$ cat src/rtl/pn_sync_pkg.sv
package pn_sync_pkg;

  localparam int unsigned STEP_W = 16;

  typedef enum logic [1:0] {
    ADDR_CTRL = 2'd0,
    ADDR_THR  = 2'd1,
    ADDR_STAT = 2'd2
  } reg_addr_e;

  // bit 0 is sync_en
  typedef struct packed {
    logic tx_en;
    logic rx_en;
    logic pulse_en;
    logic pn_mode;
    logic sync_en;
  } ctrl_t;

  localparam int unsigned CTRL_W   = $bits(ctrl_t);
  localparam int unsigned STAT_W   = 3;
  localparam int unsigned STAT_CLR = 2;

  // shift left, feedback into bit 0, output taken from the top bit
  function automatic logic [STEP_W-1:0] lfsr_next(logic [STEP_W-1:0] s,
                                                  logic [STEP_W-1:0] taps,
                                                  int unsigned       w);
    logic             fb;
    logic [STEP_W-1:0] mask;
    fb   = ^(s & taps);
    mask = (STEP_W'(1) << w) - STEP_W'(1);
    return ((s << 1) | STEP_W'(fb)) & mask;
  endfunction

endpackage

$ cat src/rtl/pn_code_gen.sv
module pn_code_gen
  import pn_sync_pkg::*;
#(
  parameter int unsigned        LFSR_W = 5,
  parameter logic [LFSR_W-1:0]  TAPS   = 5'b10100,
  parameter logic [LFSR_W-1:0]  SEED   = 5'b00001
) (
  input  logic clk_i,
  input  logic rst_ni,
  input  logic run_i,
  output logic chip_o
);

  logic [LFSR_W-1:0] state_q;
  logic [STEP_W-1:0] step_w;
  logic              unused_step;

  assign step_w      = lfsr_next(STEP_W'(state_q), STEP_W'(TAPS), LFSR_W);
  assign unused_step = ^step_w[STEP_W-1:LFSR_W];

  always_ff @(posedge clk_i or negedge rst_ni) begin
    if (!rst_ni)     state_q <= SEED;
    else if (!run_i) state_q <= SEED;
    else             state_q <= step_w[LFSR_W-1:0];
  end

  assign chip_o = state_q[LFSR_W-1];

  // all-zero state would freeze the code
  assert_state_live_R4: assert property (@(posedge clk_i) disable iff (!rst_ni)
    state_q != '0);

endmodule

$ cat src/rtl/pn_correlator.sv
module pn_correlator
  import pn_sync_pkg::*;
#(
  parameter int unsigned        LFSR_W = 5,
  parameter logic [LFSR_W-1:0]  TAPS   = 5'b10100,
  parameter logic [LFSR_W-1:0]  SEED   = 5'b00001,
  localparam int unsigned CODE_LEN  = (1 << LFSR_W) - 1,
  localparam int unsigned OFFSET    = (CODE_LEN - 1) / 2,
  localparam int unsigned SCORE_MAX = CODE_LEN - OFFSET,
  localparam int unsigned SCORE_W   = $clog2(SCORE_MAX + 1),
  localparam int unsigned CNT_W     = $clog2(CODE_LEN + 1),
  localparam int unsigned PH_W      = $clog2(CODE_LEN)
) (
  input  logic               clk_i,
  input  logic               rst_ni,
  input  logic               run_i,
  input  logic               chip_i,
  input  logic [SCORE_W-1:0] thr_i,
  output logic               lock_o,
  output logic               align_o,
  output logic               loss_o
);

  function automatic logic [CODE_LEN-1:0] build_ref();
    logic [STEP_W-1:0]   s;
    logic [CODE_LEN-1:0] r;
    s = STEP_W'(SEED);
    r = '0;
    for (int k = 0; k < CODE_LEN; k++) begin
      r[CODE_LEN-1-k] = s[LFSR_W-1];
      s = lfsr_next(s, STEP_W'(TAPS), LFSR_W);
    end
    return r;
  endfunction

  localparam logic [CODE_LEN-1:0] REF = build_ref();

  logic [CODE_LEN-1:0] win_q;
  logic [CODE_LEN-1:0] match;
  logic [CNT_W-1:0]    agree;
  logic [CNT_W-1:0]    excess;
  logic [SCORE_W-1:0]  score;
  logic [PH_W-1:0]     ph_q;
  logic                lock_q, align_q, loss_q;
  logic                bnd, hit;

  // oldest chip sits in the top bit
  for (genvar g = 0; g < CODE_LEN; g++) begin : g_cmp
    assign match[g] = ~(win_q[g] ^ REF[g]);
  end

  always_comb begin
    agree = '0;
    for (int i = 0; i < CODE_LEN; i++) agree = agree + CNT_W'(match[i]);
  end

  always_comb begin
    excess = '0;
    score  = '0;
    if (agree > CNT_W'(OFFSET)) begin
      excess = agree - CNT_W'(OFFSET);
      score  = (excess > CNT_W'(SCORE_MAX)) ? SCORE_W'(SCORE_MAX)
                                            : SCORE_W'(excess);
    end
  end

  assign hit = score >= thr_i;
  assign bnd = ~lock_q | (ph_q == PH_W'(CODE_LEN - 1));

  always_ff @(posedge clk_i or negedge rst_ni) begin
    if (!rst_ni) begin
      win_q   <= '0;
      ph_q    <= '0;
      lock_q  <= 1'b0;
      align_q <= 1'b0;
      loss_q  <= 1'b0;
    end else if (!run_i) begin
      win_q   <= '0;
      ph_q    <= '0;
      lock_q  <= 1'b0;
      align_q <= 1'b0;
      loss_q  <= 1'b0;
    end else begin
      win_q   <= {win_q[CODE_LEN-2:0], chip_i};
      align_q <= bnd & hit;
      loss_q  <= bnd & lock_q & ~hit;
      if (bnd) begin
        lock_q <= hit;
        ph_q   <= '0;
      end else begin
        ph_q   <= ph_q + PH_W'(1);
      end
    end
  end

  assign lock_o  = lock_q;
  assign align_o = align_q;
  assign loss_o  = loss_q;

  assert_align_single_R6: assert property (@(posedge clk_i) disable iff (!rst_ni)
    align_q |=> !align_q);

  assert_acquire_pulse_R6: assert property (@(posedge clk_i) disable iff (!rst_ni)
    $rose(lock_q) |-> align_q);

  assert_loss_on_drop_R7: assert property (@(posedge clk_i) disable iff (!rst_ni)
    loss_q |-> (!lock_q && $past(lock_q)));

  assert_idle_clear_R9: assert property (@(posedge clk_i) disable iff (!rst_ni)
    !run_i |=> (!lock_q && !loss_q));

endmodule

$ cat src/rtl/pn_sync_regs.sv
module pn_sync_regs
  import pn_sync_pkg::*;
#(
  parameter int unsigned      DATA_W  = 16,
  parameter int unsigned      ADDR_W  = 2,
  parameter int unsigned      THR_W   = 5,
  parameter logic [THR_W-1:0] THR_RST = 5'd16
) (
  input  logic              clk_i,
  input  logic              rst_ni,
  input  logic [ADDR_W-1:0] addr_i,
  input  logic [DATA_W-1:0] wdata_i,
  input  logic              we_i,
  output logic [DATA_W-1:0] rdata_o,
  output ctrl_t             ctrl_o,
  output logic [THR_W-1:0]  thr_o,
  input  logic              lock_i,
  input  logic              loss_i
);

  ctrl_t            ctrl_q;
  logic [THR_W-1:0] thr_q;
  logic             clr_q, lost_q;
  logic             wr_ctrl, wr_thr, wr_stat, clear_evt;
  logic             unused_wdata;

  assign unused_wdata = ^wdata_i[DATA_W-1:CTRL_W];

  assign wr_ctrl   = we_i & (addr_i == ADDR_W'(ADDR_CTRL));
  assign wr_thr    = we_i & (addr_i == ADDR_W'(ADDR_THR));
  assign wr_stat   = we_i & (addr_i == ADDR_W'(ADDR_STAT));
  // clear on the 1 -> 0 write of the request bit
  assign clear_evt = wr_stat & clr_q & ~wdata_i[STAT_CLR];

  always_ff @(posedge clk_i or negedge rst_ni) begin
    if (!rst_ni) begin
      ctrl_q <= '0;
      thr_q  <= THR_RST;
      clr_q  <= 1'b0;
      lost_q <= 1'b0;
    end else begin
      if (wr_ctrl) ctrl_q <= ctrl_t'(wdata_i[CTRL_W-1:0]);
      if (wr_thr)  thr_q  <= wdata_i[THR_W-1:0];
      if (wr_stat) clr_q  <= wdata_i[STAT_CLR];
      if (loss_i)         lost_q <= 1'b1;
      else if (clear_evt) lost_q <= 1'b0;
    end
  end

  always_comb begin
    rdata_o = '0;
    case (addr_i)
      ADDR_W'(ADDR_CTRL): rdata_o[CTRL_W-1:0] = ctrl_q;
      ADDR_W'(ADDR_THR):  rdata_o[THR_W-1:0]  = thr_q;
      ADDR_W'(ADDR_STAT): rdata_o[STAT_W-1:0] = {clr_q, lost_q, lock_i};
      default:            rdata_o = '0;
    endcase
  end

  assign ctrl_o = ctrl_q;
  assign thr_o  = thr_q;

  assert_lost_sets_R8: assert property (@(posedge clk_i) disable iff (!rst_ni)
    loss_i |=> lost_q);

  assert_lost_no_clear_on_one_R8: assert property (@(posedge clk_i) disable iff (!rst_ni)
    (lost_q && !(we_i && addr_i == ADDR_W'(ADDR_STAT) && !wdata_i[STAT_CLR])) |=> lost_q);

endmodule

$ cat src/rtl/pn_sync_corr.sv
module pn_sync_corr
  import pn_sync_pkg::*;
#(
  parameter int unsigned       DATA_W = 16,
  parameter int unsigned       ADDR_W = 2,
  parameter int unsigned       LFSR_W = 5,
  parameter logic [LFSR_W-1:0] TAPS   = 5'b10100,
  parameter logic [LFSR_W-1:0] SEED   = 5'b00001,
  localparam int unsigned CODE_LEN  = (1 << LFSR_W) - 1,
  localparam int unsigned SCORE_MAX = CODE_LEN - (CODE_LEN - 1) / 2,
  localparam int unsigned THR_W     = $clog2(SCORE_MAX + 1)
) (
  input  logic              clk_i,
  input  logic              rst_ni,
  input  logic [ADDR_W-1:0] reg_addr_i,
  input  logic [DATA_W-1:0] reg_wdata_i,
  input  logic              reg_we_i,
  output logic [DATA_W-1:0] reg_rdata_o,
  input  logic              sync_i,
  output logic              sync_o,
  output logic              lock_o,
  output logic              align_o
);

  ctrl_t            ctrl;
  logic [THR_W-1:0] thr;
  logic             pn_active, tx_run, rx_run;
  logic             chip, lock, loss;

  assign pn_active = ctrl.sync_en & ctrl.pn_mode & ~ctrl.pulse_en;
  assign tx_run    = pn_active & ctrl.tx_en;
  assign rx_run    = pn_active & ctrl.rx_en;

  pn_sync_regs #(
    .DATA_W (DATA_W),
    .ADDR_W (ADDR_W),
    .THR_W  (THR_W),
    .THR_RST(THR_W'(SCORE_MAX))
  ) u_regs (
    .clk_i  (clk_i),
    .rst_ni (rst_ni),
    .addr_i (reg_addr_i),
    .wdata_i(reg_wdata_i),
    .we_i   (reg_we_i),
    .rdata_o(reg_rdata_o),
    .ctrl_o (ctrl),
    .thr_o  (thr),
    .lock_i (lock),
    .loss_i (loss)
  );

  pn_code_gen #(
    .LFSR_W(LFSR_W),
    .TAPS  (TAPS),
    .SEED  (SEED)
  ) u_gen (
    .clk_i (clk_i),
    .rst_ni(rst_ni),
    .run_i (tx_run),
    .chip_o(chip)
  );

  pn_correlator #(
    .LFSR_W(LFSR_W),
    .TAPS  (TAPS),
    .SEED  (SEED)
  ) u_corr (
    .clk_i  (clk_i),
    .rst_ni (rst_ni),
    .run_i  (rx_run),
    .chip_i (sync_i),
    .thr_i  (thr),
    .lock_o (lock),
    .align_o(align_o),
    .loss_o (loss)
  );

  assign sync_o = tx_run & chip;
  assign lock_o = lock;

  assert_gate_tx_R3: assert property (@(posedge clk_i) disable iff (!rst_ni)
    (!pn_active && $past(!pn_active)) |-> !sync_o);

  assert_gate_lock_R3: assert property (@(posedge clk_i) disable iff (!rst_ni)
    $past(!rx_run) |-> !lock_o);

endmodule

$ cat config.mk
export PLATFORM = sky130hd
export DESIGN_NAME = pn_sync_corr
export DESIGN_NICKNAME = d
export VERILOG_FILES = /design/src/rtl/pn_sync_pkg.sv /design/src/rtl/pn_code_gen.sv /design/src/rtl/pn_correlator.sv /design/src/rtl/pn_sync_regs.sv /design/src/rtl/pn_sync_corr.sv
export SDC_FILE = /design/constraint.sdc
export NUM_CORES = 1
export LEC_CHECK = 0
export BUFFER_PORTS_ARGS = -buffer_cell sky130_fd_sc_hd__buf_2
export CAP_MARGIN = 25
export CORE_MARGIN = 2
export CORE_UTILIZATION = 52
export CTS_CLUSTER_SIZE = 28
export DETAILED_ROUTE_END_ITERATION = 16
export GPL_TIMING_DRIVEN = 0
export PLACE_DENSITY = 0.82
export SYNTH_ARGS = -nofsm -noshare
export SYNTH_HDL_FRONTEND = slang
export SYNTH_SLANG_ARGS = --single-unit
$ cat constraint.sdc
create_clock -name clk_i -period 6.1 [get_ports clk_i]
set_input_delay 0 -clock clk_i [delete_from_list [all_inputs] [get_ports clk_i]]
set_output_delay 0 -clock clk_i [all_outputs]
set_load 0.05 [all_outputs]
# Word-level counts from Yosys, hierarchy flattened
# Index checks and enable logic that the tools add are counted.
dict set report word_totals {
  ram_bits 0
  memories 0
  latchBits 0
  romBits 0
  register_bits 56
}
dict set report classes {
  add_sub_neg 32
  n_mux 14
  n_mul 0
  shift 0
  div_mod_pow 0
  n_lt_le_gt_ge 3
  bitwise 34
  n_reduce_logical 3
  eq_ne 4
}
# op count
set op_table {}
lappend op_table {{5-bit by 1-bit adder with 5-bit output} 29}
lappend op_table {{31-bit 2-to-1 mux} 1}
lappend op_table {{5-bit 2-to-1 mux} 5}
lappend op_table {{1-bit inverter} 19}
lappend op_table {{16-bit XOR reduction} 1}
lappend op_table {{1-bit bitwise AND} 13}
lappend op_table {{3-bit case mux with 3 select lines} 1}
lappend op_table {{1-bit 2-to-1 mux} 6}
lappend op_table {{5-bit by 1-bit adder with 5-bit output, second input constant} 1}
lappend op_table {{5-bit == test, second input constant} 1}
lappend op_table {{5-bit >= comparator} 1}
lappend op_table {{5-bit by 4-bit greater-than comparator with 1-bit output, second input constant} 1}
lappend op_table {{5-bit greater-than comparator, second input constant} 1}
lappend op_table {{5-bit by 1-bit OR with 5-bit output} 1}
lappend op_table {{5-bit by 4-bit subtractor with 5-bit output, second input constant} 1}
lappend op_table {{2-bit case mux with 2 select lines} 1}
lappend op_table {{1-bit by 1-bit adder with 2-bit output} 1}
lappend op_table {{2-bit by 1-bit == test with 1-bit output, second input constant} 1}
lappend op_table {{2-bit == test, second input constant} 1}
lappend op_table {{2-bit zero test} 1}
lappend op_table {{2-bit != test, second input constant} 1}
lappend op_table {{2-bit nonzero test} 1}
lappend op_table {{1-bit OR} 1}

# Logic depth before layout (Yosys ltp)
# Gate-level depths: netlist of the first run.
dict set report logic_depth {
  ltp_word 39
  depth_mapped 27
  mapped_depth_nobuf 27
}

# Cells and area by module
# From an unflattened synthesis of the first run, not the netlist that was laid out.
dict set report unflattened {
  cells_unflattened 280
  hier_area_um2 3238.1
}
# mod area_each_um2 seq_area_each_um2 n_inst cells_per_inst
set by_module_without_submodules {}
lappend by_module_without_submodules {pn_correlator 2348.5 975.9 1 212}
lappend by_module_without_submodules {pn_sync_regs 693.2 301.5 1 53}
lappend by_module_without_submodules {pn_code_gen 165.2 126.4 1 11}
lappend by_module_without_submodules {pn_sync_corr 31.3 0.0 1 4}

# Least setup slack after synthesis of the first run
# No wires, ideal clock.
dict set report synth_timing {
  path_kind {register -> register}
  startpoint {reg u_corr.win_q[0]}
  endpoint {reg u_corr.loss_q (netlist: u_corr.loss_o)}
  arrival_time_ps 6503
  setup_time_ps 88
  stages_incl_launch_ff 24
  slack_ps -492
  synth_period_minus_slack_ps 6592
  n_path_buf 0
  required_time_ps 6012
  cell_sequence {dfrtp_1 > ha_1 > fa_1 > inv_1 > fa_1 > fa_1 > inv_1 > fa_1 > fa_1 > fa_1 > ha_1 > inv_1 > fa_1 > xnor2_2 > nand2_2 > or3_1 > a31o_2 > or3_1 > ha_1 > nand2b_1 > a21oi_1 > o21ai_0 > a21oi_1 > nor3b_1}
}
dict set report synth_via {
  elab_chain_len 38
}
# element line
set synth_rtl {}
lappend synth_rtl {{start, declared} pn_correlator.sv:38} ;# logic [CODE_LEN-1:0] win_q;
lappend synth_rtl {{start signal, assigned} pn_correlator.sv:84} ;# win_q <= {win_q[CODE_LEN-2:0], chip_i};
lappend synth_rtl {{1-bit by 1-bit adder with 2-bit output (*)} pn_correlator.sv:54} ;# for (int i = 0; i < CODE_LEN; i++) agree = agree + CNT_W'(match[i]);
lappend synth_rtl {{5-bit by 1-bit adder with 5-bit output (*) (29 in a row)} pn_correlator.sv:54}
lappend synth_rtl {{5-bit by 4-bit subtractor with 5-bit output} pn_correlator.sv:61} ;# excess = agree - CNT_W'(OFFSET);
lappend synth_rtl {{5-bit greater-than comparator} pn_correlator.sv:62} ;# score = (excess > CNT_W'(SCORE_MAX)) ? SCORE_W'(SCORE_MAX)
lappend synth_rtl {{5-bit 2-to-1 mux} pn_correlator.sv:62}
lappend synth_rtl {{5-bit 2-to-1 mux (*)} pn_correlator.sv:60} ;# if (agree > CNT_W'(OFFSET)) begin
lappend synth_rtl {{5-bit >= comparator (*)} pn_correlator.sv:67} ;# assign hit = score >= thr_i;
lappend synth_rtl {{1-bit inverter (*)} pn_correlator.sv:86} ;# loss_q <= bnd & lock_q & ~hit;
lappend synth_rtl {{1-bit bitwise AND (*)} pn_correlator.sv:86}
lappend synth_rtl {{1-bit 2-to-1 mux (*)} pn_correlator.sv:77} ;# end else if (!run_i) begin
lappend synth_rtl {{end signal, assigned} pn_correlator.sv:86}
lappend synth_rtl {{end, declared} pn_correlator.sv:44} ;# logic lock_q, align_q, loss_q;
# Mark *: on every way between the ends. The rest lies on a longest branch, timed or not.
# A chain may end at the register's enable or synchronous reset.

# Worst setup path after layout of the first run
dict set report layout_timing {
  startpoint {reg u_corr.win_q[1]}
  endpoint {reg u_corr.align_q (netlist: u_corr.align_o)}
}
dict set report layout_via {
  elab_chain_len 38
}
# element line
set layout_rtl {}
lappend layout_rtl {{1-bit inverter (*)} pn_correlator.sv:49} ;# assign match[g] = ~(win_q[g] ^ REF[g]);
lappend layout_rtl {{1-bit by 1-bit adder with 2-bit output (*)} pn_correlator.sv:54}
lappend layout_rtl {{5-bit by 1-bit adder with 5-bit output (*) (29 in a row)} pn_correlator.sv:54}
lappend layout_rtl {{5-bit by 4-bit subtractor with 5-bit output} pn_correlator.sv:61}
lappend layout_rtl {{5-bit greater-than comparator} pn_correlator.sv:62}
lappend layout_rtl {{5-bit 2-to-1 mux} pn_correlator.sv:62}
lappend layout_rtl {{5-bit 2-to-1 mux (*)} pn_correlator.sv:60}
lappend layout_rtl {{5-bit >= comparator (*)} pn_correlator.sv:67}
lappend layout_rtl {{1-bit bitwise AND (*)} pn_correlator.sv:85} ;# align_q <= bnd & hit;
lappend layout_rtl {{1-bit 2-to-1 mux (*)} pn_correlator.sv:77}
lappend layout_rtl {{end signal, assigned} pn_correlator.sv:85}
lappend layout_rtl {{end, declared} pn_correlator.sv:44}
# Marked as above.

==> flow_summary.yaml, run 1 <==
clock_network:
  htreeDepth: 2
  cts_buffers: 5
  cts_sinks: 56
  tritoncts: "yes"
  clk_pin_slew_ns: 0.11
  clockBufferDepth: 2
  cts_root_buf: "clkbuf_8"
  clk_latency_ns: 0.31
critical_path:
  endpoint_kind: "register"
  r2r-end: "u_corr.align_o"
  reg2reg_from: "u_corr.win_q[1]"
  cp-start-kind: "register"
  reg2reg_slack_ns: -0.60
  reg2reg_depth: 25
  worst-setup-path-type: "register to register"
  path_max_fanout: 3
  cp.required_ns: 6.29
  crit_arrival_ns: 6.90
yosys:
  yosysSeqAreaShare: 0.442
  synth_warnings: 0
  ys_seq_elements: 56
  syn_area_per_cell_sq_um: 10.8
  synth_area_sq_um: 3180
  syn_inst: 293
  synth.distinct_cells: 34
worst_hold_path:
  hold_start: "reg_we_i"
  min_delay_worst_endpoint: "u_regs.clr_q"
  hold_path.class: "primary input to register"
  hold_depth: 3
detailed_routing:
  vias: 2058
  ant_nets: 0
  routed_wl_um: 5900
  firstDrtPassIters: 5
  routed_via_density: 4.89
  drt_drc_violations_left: 0
  drt_iter0_drc: 76
  wl_per_cell_um: 14.0
floorplan:
  io-pin-count: 41
  die_w_um: 82.2
  coreArea_sq_um: 5920
  initial_core_util: 0.537
  die_h_um: 82.2
  die-area_sq_um: 6750
  fp-row-count: 28
layout:
  fin_cells: 421
  final_cell_mix: "inv_1, dfrtp_1, nor2_1"
  finalNetCount: 408
  mostFrequentLayoutCell: "inv_1"
  drive_gt1_frac: 0.251
  diodes: 0
  fillCellCount: 458
  synthToLayoutAreaGrowth_pct: 19.5
sta:
  finalSetupViolCount: 3
  fin_crit_sh: 1.10
  finalHoldViolCount: 0
  fmax_ghz: 0.149
  setup_ws_ns: -0.604
  whs_ns: 0.101
  tightest_slew_ns: 0.727
  rsz0062_at_grt: "true"
  maxSlewViolCount: 0
  fin_skew_ns: 0.0124
  slew_headroom: 0.514
  period_needed_ns: 6.70
power_and_ir_drop:
  irDropWorstVdd_mv: 0.151
  p_leak_nw: 1.87
  powerDensity_nw_per_um2: 261
  finalPower_mw: 0.991
place:
  hpwl_um: 4420
  place_ws_ns: -0.758
  place_inst: 395
  place_congestion: 0.904
  io_buffers: 16
run_status:
  violations: "negative setup slack"
  outcome: "complete, but fails checks"
grt:
  antenna_found_initial: 0
  grt_pass1_vias: 2144
  grt_max_degree: 39
  grt.total_usage: 0.199
  grt.overflow.total: 0
  grt_pass1_wl_um: 9850
flow_run:
  cap_violations: 0
==> timing repair <==
item / in CTS / in global routing
pin swaps: 4 / 4
setup buffers: 7 / 4
setup endpoints to repair: 3 / 3
endpoints found under the hold margin: 40 / 0
hold buffers: 7 / 0
gates resized for setup: 12 / 8
==> critical path, stage by stage, from the launching register on <==
cell and delay, ns:
dfrtp_1 0.40, inv_2 0.08, ha_4 0.20, fa_1 0.52
inv_2 0.04, fa_1 0.46, fa_1 0.49, inv_1 0.05
fa_1 0.49, fa_1 0.44, fa_1 0.51, ha_2 0.19
inv_2 0.04, fa_2 0.39, or2b_1 0.26, a21oi_2 0.17
xnor2_2 0.15, ha_2 0.31, or3_1 0.36, ha_1 0.28
nand2b_4 0.15, a21oi_4 0.15, o21ai_2 0.07, a21oi_2 0.22
buf_4 0.15, a211oi_2 0.03
==> cell usage after synthesis <==
cell type	number	share of area
a211oi_1	2	0.0047
a21o_1	1	0.0024
a21oi_1	5	0.0079
a31o_2	1	0.0028
and2_1	13	0.026
and3_2	1	0.0024
and4b_1	2	0.0063
buf_4	11	0.026
clkbuf_1	5	0.0059
conb_1	1	0.0012
dfrtp_1	54	0.43
dfstp_2	2	0.017
fa_1	23	0.14
ha_1	18	0.071
inv_1	60	0.071
mux2_2	12	0.043
mux2i_1	5	0.016
nand2_1	6	0.0071
nand2_2	1	0.0020
nand2b_1	3	0.0059
nand3_1	5	0.0079
nand3b_1	2	0.0047
nand4_1	2	0.0039
nand4b_1	1	0.0028
nor2_1	33	0.039
nor2b_1	2	0.0039
nor3_1	2	0.0032
nor3b_1	2	0.0047
o21ai_0	6	0.0095
or2b_1	1	0.0024
or3_1	2	0.0039
xnor2_1	5	0.014
xnor2_2	1	0.0051
xor2_1	3	0.0083
==> registers in the layout, indices dropped and copies added (netlist names) <==
register and count:
u_corr.align_o 1, u_regs.ctrl_o 5, u_gen.state_q 5, u_corr.ph_q 5
u_regs.lost_q 1, u_regs.clr_q 1, u_corr.lock_o 1, u_regs.thr_o 5
u_corr.win_q 31, u_corr.loss_o 1
==> metrics by stage <==
step | cell area, sq um | util | setup TNS, ns
finish | 3800 | 0.641 | -1.70
detailed placement | 3440 | 0.581 | -2.14
global placement | 3420 | 0.578 | -1.65
global route | 3800 | 0.641 | -2.38
CTS | 3730 | 0.629 | -1.46
floorplan | 3250 | - | -0.688
==> how the worst max path moves through the flow <==
stage                                from             end  cells after the start
after floorplan           u_corr.win_q[1]   u_corr.loss_o                     24
final                     u_corr.win_q[1]  u_corr.align_o                     25
after CTS                 u_corr.win_q[1]   u_corr.loss_o                     25
after detailed placement  u_corr.win_q[1]   u_corr.loss_o                     25
after global placement    u_corr.win_q[0]   u_corr.loss_o                     23
after global routing      u_corr.win_q[1]  u_corr.align_o                     25
==> routing by layer <==
layer / routed length, um / up-vias / global-route usage
met3: 203 / 8 / 0.0261
met4: 91 / 0 / 0.0617
met5: 0 / - / 0
met1: 2490 / 1023 / 0.251
li1: - / 980 / -
met2: 3110 / 47 / 0.356
==> cells by family after synthesis <==
logic type | count (synthesis) | share of synthesized area
compound gates | 15 | 0.0272
xor+xnor | 9 | 0.0272
fa+ha+maj | 41 | 0.216
buf+inv | 76 | 0.103
flops | 56 | 0.442
mux | 17 | 0.0583
other cells | 1 | 0.00118
simple gates | 78 | 0.126
==> power breakdown <==
| part | internal (mW) | total, mW | leakage (nW) | switching, mW |
|---|---|---|---|---|
| Clock | 0.0869 | 0.214 | 0.0511 | 0.127 |
| Sequential | 0.389 | 0.403 | 0.754 | 0.0142 |
| Combinational | 0.178 | 0.375 | 1.06 | 0.196 |
==> cell type report <==
| class | count | area [sq um] | area share |
|---|---|---|---|
| Clock inverter | 3 | 28.8 | 0.00758 |
| Multi-Input combinational cell | 171 | 1620 | 0.427 |
| Sequential cell | 56 | 1400 | 0.370 |
| Timing Repair Buffer | 35 | 253 | 0.0666 |
| Tap cell | 75 | 93.8 | 0.0247 |
| Inverter | 60 | 225 | 0.0593 |
| Clock buffer | 5 | 68.8 | 0.0181 |
| Buffer | 16 | 101 | 0.0267 |
(Power assumes the default switching activity.)
==> inputs of run 2 (changes only) <==
--- a/config.mk
+++ b/config.mk
@@ -5,14 +5,14 @@
 export SDC_FILE = /design/constraint.sdc
 export NUM_CORES = 1
 export LEC_CHECK = 0
-export BUFFER_PORTS_ARGS = -buffer_cell sky130_fd_sc_hd__buf_2
 export CAP_MARGIN = 25
 export CORE_MARGIN = 2
-export CORE_UTILIZATION = 52
+export CORE_UTILIZATION = 57
 export CTS_CLUSTER_SIZE = 28
 export DETAILED_ROUTE_END_ITERATION = 16
+export DONT_BUFFER_PORTS = 1
 export GPL_TIMING_DRIVEN = 0
-export PLACE_DENSITY = 0.82
+export PLACE_DENSITY = 0.81
 export SYNTH_ARGS = -nofsm -noshare
 export SYNTH_HDL_FRONTEND = slang
 export SYNTH_SLANG_ARGS = --single-unit
==> flow_summary.yaml, run 2 (synthesis results as in run 1) <==
clock_network:
  tritoncts: "yes"
  cts_root_buf: "clkbuf_8"
  cts_sinks: 56
  clk_latency_ns: 0.32
  clk_pin_slew_ns: 0.10
  cts_buffers: 5
  htreeDepth: 2
  clockBufferDepth: 2
place:
  place_congestion: 0.771
  place_inst: 375
  io_buffers: 0
  hpwl_um: 3910
sta:
  tightest_slew_ns: 0.981
  rsz0062_at_grt: "true"
  fmax_ghz: 0.154
  period_needed_ns: 6.50
  finalSetupViolCount: 3
  maxSlewViolCount: 0
  fin_crit_sh: 1.07
  finalHoldViolCount: 0
  setup_ws_ns: -0.403
  slew_headroom: 0.342
  fin_skew_ns: 0.0125
floorplan:
  fp-row-count: 27
  die_w_um: 78.7
  coreArea_sq_um: 5440
  initial_core_util: 0.584
  die-area_sq_um: 6190
  io-pin-count: 41
  die_h_um: 78.7
critical_path:
  reg2reg_slack_ns: -0.40
  reg2reg_from: "u_corr.win_q[1]"
  reg2reg_depth: 25
  cpMostUsedCell: "fa_1"
  path_max_fanout: 3
  crit_slowest_cell: "fa_1"
  cpPeakStageDelay_ns: 0.54
  cp-start-kind: "register"
  cp.required_ns: 6.34
  endpoint_kind: "register"
  worst-setup-path-type: "register to register"
  r2r-end: "u_corr.loss_o"
  crit_arrival_ns: 6.75
layout:
  drive_gt1_frac: 0.202
  mostFrequentLayoutCell: "inv_1"
  top_register: "u_corr.win_q"
  largest_reg_flops: 31
  finalNetCount: 389
  diodes: 0
  fillCellCount: 393
  synthToLayoutAreaGrowth_pct: 16.0
  fin_cells: 399
  final_cell_mix: "inv_1, dfrtp_1, nor2_1"
detailed_routing:
  drt_iter0_drc: 143
  routed_via_density: 5.05
  wl_per_cell_um: 14.6
  ant_nets: 0
  drt_drc_violations_left: 0
  vias: 2013
  firstDrtPassIters: 7
  routed_wl_um: 5820
worst_hold_path:
  min_delay_worst_endpoint: "u_regs.thr_o[3]"
  hold_depth: 2
  hold_start: "reg_we_i"
  hold_path.class: "primary input to register"
flow_run:
  cap_violations: 0
grt:
  antenna_found_initial: 0
  grt.overflow.total: 0
  grt.total_usage: 0.215
  grt_max_degree: 57
  grt_pass1_vias: 2125
  grt_pass1_wl_um: 9980
run_status:
  violations: "negative setup slack"
  outcome: "complete, but fails checks"
power_and_ir_drop:
  p_leak_nw: 1.77
  finalPower_mw: 0.953
  irDropWorstVdd_mv: 0.189
  powerDensity_nw_per_um2: 259
-- run 2: where the power goes --
part / switching, mW / total, mW / leakage (nW) / internal (mW)
logic: 0.179 / 0.340 / 0.973 / 0.161
registers: 0.0190 / 0.407 / 0.754 / 0.388
clock network: 0.125 / 0.206 / 0.0404 / 0.0816
total: 0.322 / 0.953 / 1.77 / 0.631
-- run 2: cell type report --
class	instances	area, sq um	share of cell area
buffer	16	101	0.0275
clock buffer	5	68.8	0.0187
clock inverter	3	23.8	0.00645
inverter	60	225	0.0611
multi-input combinational	171	1610	0.437
sequential	56	1400	0.381
tap	72	90.1	0.0244
timing repair buffer	16	160	0.0435
-- run 2: critical path, delay by kind of cell (launching register included) --
family | cells | cell delay, ns
xor gates and xnor gates | 1 | 0.17
AOI/OAI and AO/OA | 5 | 0.81
buffers and inverters | 5 | 0.32
adders and majority gates | 10 | 3.84
and+or+nand+nor | 4 | 0.90
DFF | 1 | 0.38
-- run 2: worst max-delay path by stage --
stage / start / endpoint / slack, ns
CTS: u_corr.win_q[1] / u_corr.loss_o / -0.38
global route: u_corr.win_q[1] / u_corr.loss_o / -0.69
finish: u_corr.win_q[1] / u_corr.loss_o / -0.40
detailed placement: u_corr.win_q[0] / u_corr.loss_o / -0.64
global placement: u_corr.win_q[0] / u_corr.loss_o / -0.57
floorplan: u_corr.win_q[1] / u_corr.loss_o / -0.25
-- run 2: per-stage QoR --
step | hold slack [ns] | cell area, sq um | utilization | setup WS [ns] | setup TNS, ns
6_report | 0.110 | 3680 | 0.677 | -0.403 | -1.13
5_1_grt | 0.110 | 3680 | 0.677 | -0.695 | -1.97
4_1_cts | 0.101 | 3680 | 0.677 | -0.377 | -1.03
3_5_place_dp | -0.294 | 3340 | 0.614 | -0.635 | -1.81
3_3_place_gp | -0.295 | 3340 | 0.614 | -0.569 | -1.60
2_1_floorplan | -0.296 | 3250 | - | -0.255 | -0.688
-- run 2: layer usage --
metal,global-route usage,up-vias,wire (um)
li1,-,946,-
met1,0.277,1014,2410
met2,0.363,42,3060
met3,0.0402,11,205
met4,0.0842,0,141
met5,0,-,0
-- run 2: timing repair --
action	4_1_cts	5_1_grt
endpoints found under the hold margin	69	0
hold buffers	9	0
setup buffers	7	0
resized for setup	15	2
cloned	0	0
pin swaps	5	2
endpoints found under the setup margin	3	3
==> inputs of run 3 (changes only) <==
--- a/config.mk
+++ b/config.mk
@@ -15,4 +15,5 @@
 export PLACE_DENSITY = 0.81
 export SYNTH_ARGS = -nofsm -noshare
 export SYNTH_HDL_FRONTEND = slang
+export SYNTH_HIERARCHICAL = 1
 export SYNTH_SLANG_ARGS = --single-unit
==> flow_summary.yaml, run 3 <==
run_status:
  outcome: "complete, but fails checks"
  violations: "negative setup slack"
place:
  place_congestion: 0.749
  postPlaceCellArea_sq_um: 3400
  io_buffers: 0
  hpwl_um: 3940
clock_network:
  cts_root_buf: "clkbuf_8"
  clockBufferDepth: 2
  cts_buffers: 5
  cts_sinks: 56
  clk_pin_slew_ns: 0.09
  tritoncts: "yes"
  clk_latency_ns: 0.30
  htreeDepth: 2
grt:
  antenna_found_initial: 0
  grt.total_usage: 0.191
  grt_pass1_vias: 2087
  grt_max_degree: 57
  grt_pass1_wl_um: 9240
  grt.overflow.total: 0
power_and_ir_drop:
  intPower_mw: 0.590
  powerDensity_nw_per_um2: 228
  p_sw_frac: 0.309
  clkPwrFrac: 0.237
  p_switching_mw: 0.263
  power_frac_comb: 0.291
  seq_power_share: 0.472
  p_leak_nw: 1.78
  irDropWorstVdd_mv: 0.165
yosys:
  synth_common_cells: "dfrtp_1, inv_1, and2_1, fa_1, ha_1"
  dominantRegCellSynth: "dfrtp_1"
  yosysSeqAreaShare: 0.434
  syn_inst: 280
  syn_area_per_cell_sq_um: 11.6
  synth_edf_count: 0
  synthArstFlopShare: 1.00
  synth.distinct_cells: 45
  synth_top_cell_by_area: "dfrtp_1"
  synth_warnings: 6
  synth_area_sq_um: 3240
  synth.area.top_cells: "dfrtp_1, fa_1, and2_1, inv_1, ha_1"
  synth_top_area_frac: 0.417
  ys_seq_elements: 56
layout:
  multi_input_area_sq_um: 1670
  largest_reg_flops: 31
  diodes: 0
  top_register: "u_corr/win_q"
  regArea_sq_um: 1400
  finalNetCount: 374
  drive_gt1_frac: 0.217
  fin_util: 0.681
  mostFrequentLayoutCell: "dfrtp_1"
  synthToLayoutAreaGrowth_pct: 15.8
  final_cell_mix: "dfrtp_1, inv_1, and2_1"
  design_area_sq_um: 3750
  fillCellCount: 426
floorplan:
  coreArea_sq_um: 5510
  io-pin-count: 41
  die-area_sq_um: 6300
  die_h_um: 79.4
  fp-row-count: 27
  die_w_um: 79.4
  initial_core_util: 0.588
detailed_routing:
  drt_drc_violations_left: 0
  routed_via_density: 4.79
  ant_nets: 0
  wl_per_cell_um: 13.4
  drt_iter0_drc: 82
  vias: 1848
  firstDrtPassIters: 3
  routed_wl_um: 5180
critical_path:
  crit_arrival_ns: 6.42
  worst-setup-path-type: "register to register"
  path_max_fanout: 4
  endpoint_kind: "register"
  cp-start-kind: "register"
  cp.required_ns: 6.30
sta:
  finalHoldViolCount: 0
  fin_skew_ns: 0.00714
  maxSlewViolCount: 0
  finalSetupViolCount: 3
  slew_headroom: 0.313
  fin_tns_setup_ns: -0.298
  rsz0062_at_grt: "true"
  tightest_slew_ns: 1.03
  period_needed_ns: 6.22
  fin_crit_sh: 1.02
  setup_ws_ns: -0.122
  whs_ns: 0.101
  fmax_ghz: 0.161
flow_run:
  cap_violations: 0
worst_hold_path:
  hold_path.class: "primary input to register"
run 3: cell count changes in the layout (fill, tap and decap cells not counted), sizes merged, moves of 3 or more:
cell	before	now
dlygate4sd3	8	11
o2bb2ai	0	3
and2	13	36
o21ai	6	1
inv	60	54
nor2	33	8
run 3: layout make-up:
class                      instances  area share
sequential                        56       0.374
clock inverter                     1     0.00200
multi-input combinational        164       0.446
tap                               72      0.0240
buffer                            16      0.0317
timing repair buffer              16      0.0447
inverter                          54      0.0541
clock buffer                       7      0.0230
run 3: power by group through the flow:
| stage | clock network [mW] | logic (mW) | registers [mW] |
|---|---|---|---|
| floorplan | 0 | 0.166 | 0.405 |
| global placement | 0 | 0.183 | 0.409 |
| detailed placement | 0 | 0.190 | 0.410 |
| CTS | 0.211 | 0.241 | 0.403 |
| global route | 0.225 | 0.273 | 0.405 |
| finish | 0.203 | 0.248 | 0.403 |
run 3: path summary, 6_finish.rpt:
kind	slack (ns)	end	cells after the start	startpoint
setup / recovery	-0.12	u_corr/lock_o	23	u_corr/win_q[12]
hold / removal	0.10	u_regs/ctrl_o[2]	2	reg_we_i
setup reg to reg	-0.12	u_corr/lock_o	23	u_corr/win_q[12]
hold reg to reg	0.47	u_gen/state_q[2]	1	u_gen/state_q[1]
max in group asynchronous	5.62	u_regs/thr_o[4]	2	rst_ni
min in group asynchronous	0.21	u_gen/state_q[2]	2	rst_ni
run 3: cells by family (layout without fill, tap and decap cells):
group,count (synthesis),count (layout),share of synthesized area
buffers and inverters,70,94,0.0993
adder cells (fa/ha/maj),39,39,0.204
AND/OR/NAND/NOR,73,73,0.143
AO/OA/AOI/OAI,15,15,0.0355
other,1,11,0.00116
XOR/XNOR,9,9,0.0267
flip-flops,56,56,0.434
multiplexers,17,17,0.0568
run 3: per-stage QoR:
| stage | worst slack [ns] | cells | total power [mW] |
|---|---|---|---|
| finish | -0.122 | 386 | 0.854 |
| global route | -0.430 | 386 | 0.903 |
| CTS | -0.222 | 385 | 0.855 |
| detailed placement | -0.430 | 362 | 0.600 |
| global placement | -0.244 | 362 | 0.592 |
| floorplan | 0.0259 | 290 | 0.571 |
run 3: critical path, stage by stage, from the launching register on:
cell      delay, ns
dfrtp_1        0.36
inv_2          0.05
fa_1           0.56
fa_1           0.45
fa_1           0.53
inv_2          0.05
fa_1           0.52
fa_1           0.44
fa_1           0.49
fa_2           0.35
inv_2          0.08
fa_2           0.47
ha_4           0.18
nand2_2        0.09
nor2b_4        0.05
ha_4           0.26
nor3_4         0.12
nand2_1        0.07
ha_1           0.26
nand2b_1       0.14
a21o_1         0.18
a21oi_2        0.16
o211ai_1       0.11
and2_1         0.17
run 3: layer usage:
metal,vias up,GRT usage,wire [um]
met1,904,0.225,2250
met4,0,0.0397,21
li1,908,-,-
met5,-,0,0
met3,2,0.0362,174
met2,34,0.363,2730
run 3: repair_timing:
action,in CTS,in global routing
hold buffers,12,0
gates resized for setup,9,8
pin swaps,17,12
setup endpoints to repair,3,3
buffers inserted,3,1
hold endpoints to repair,69,0
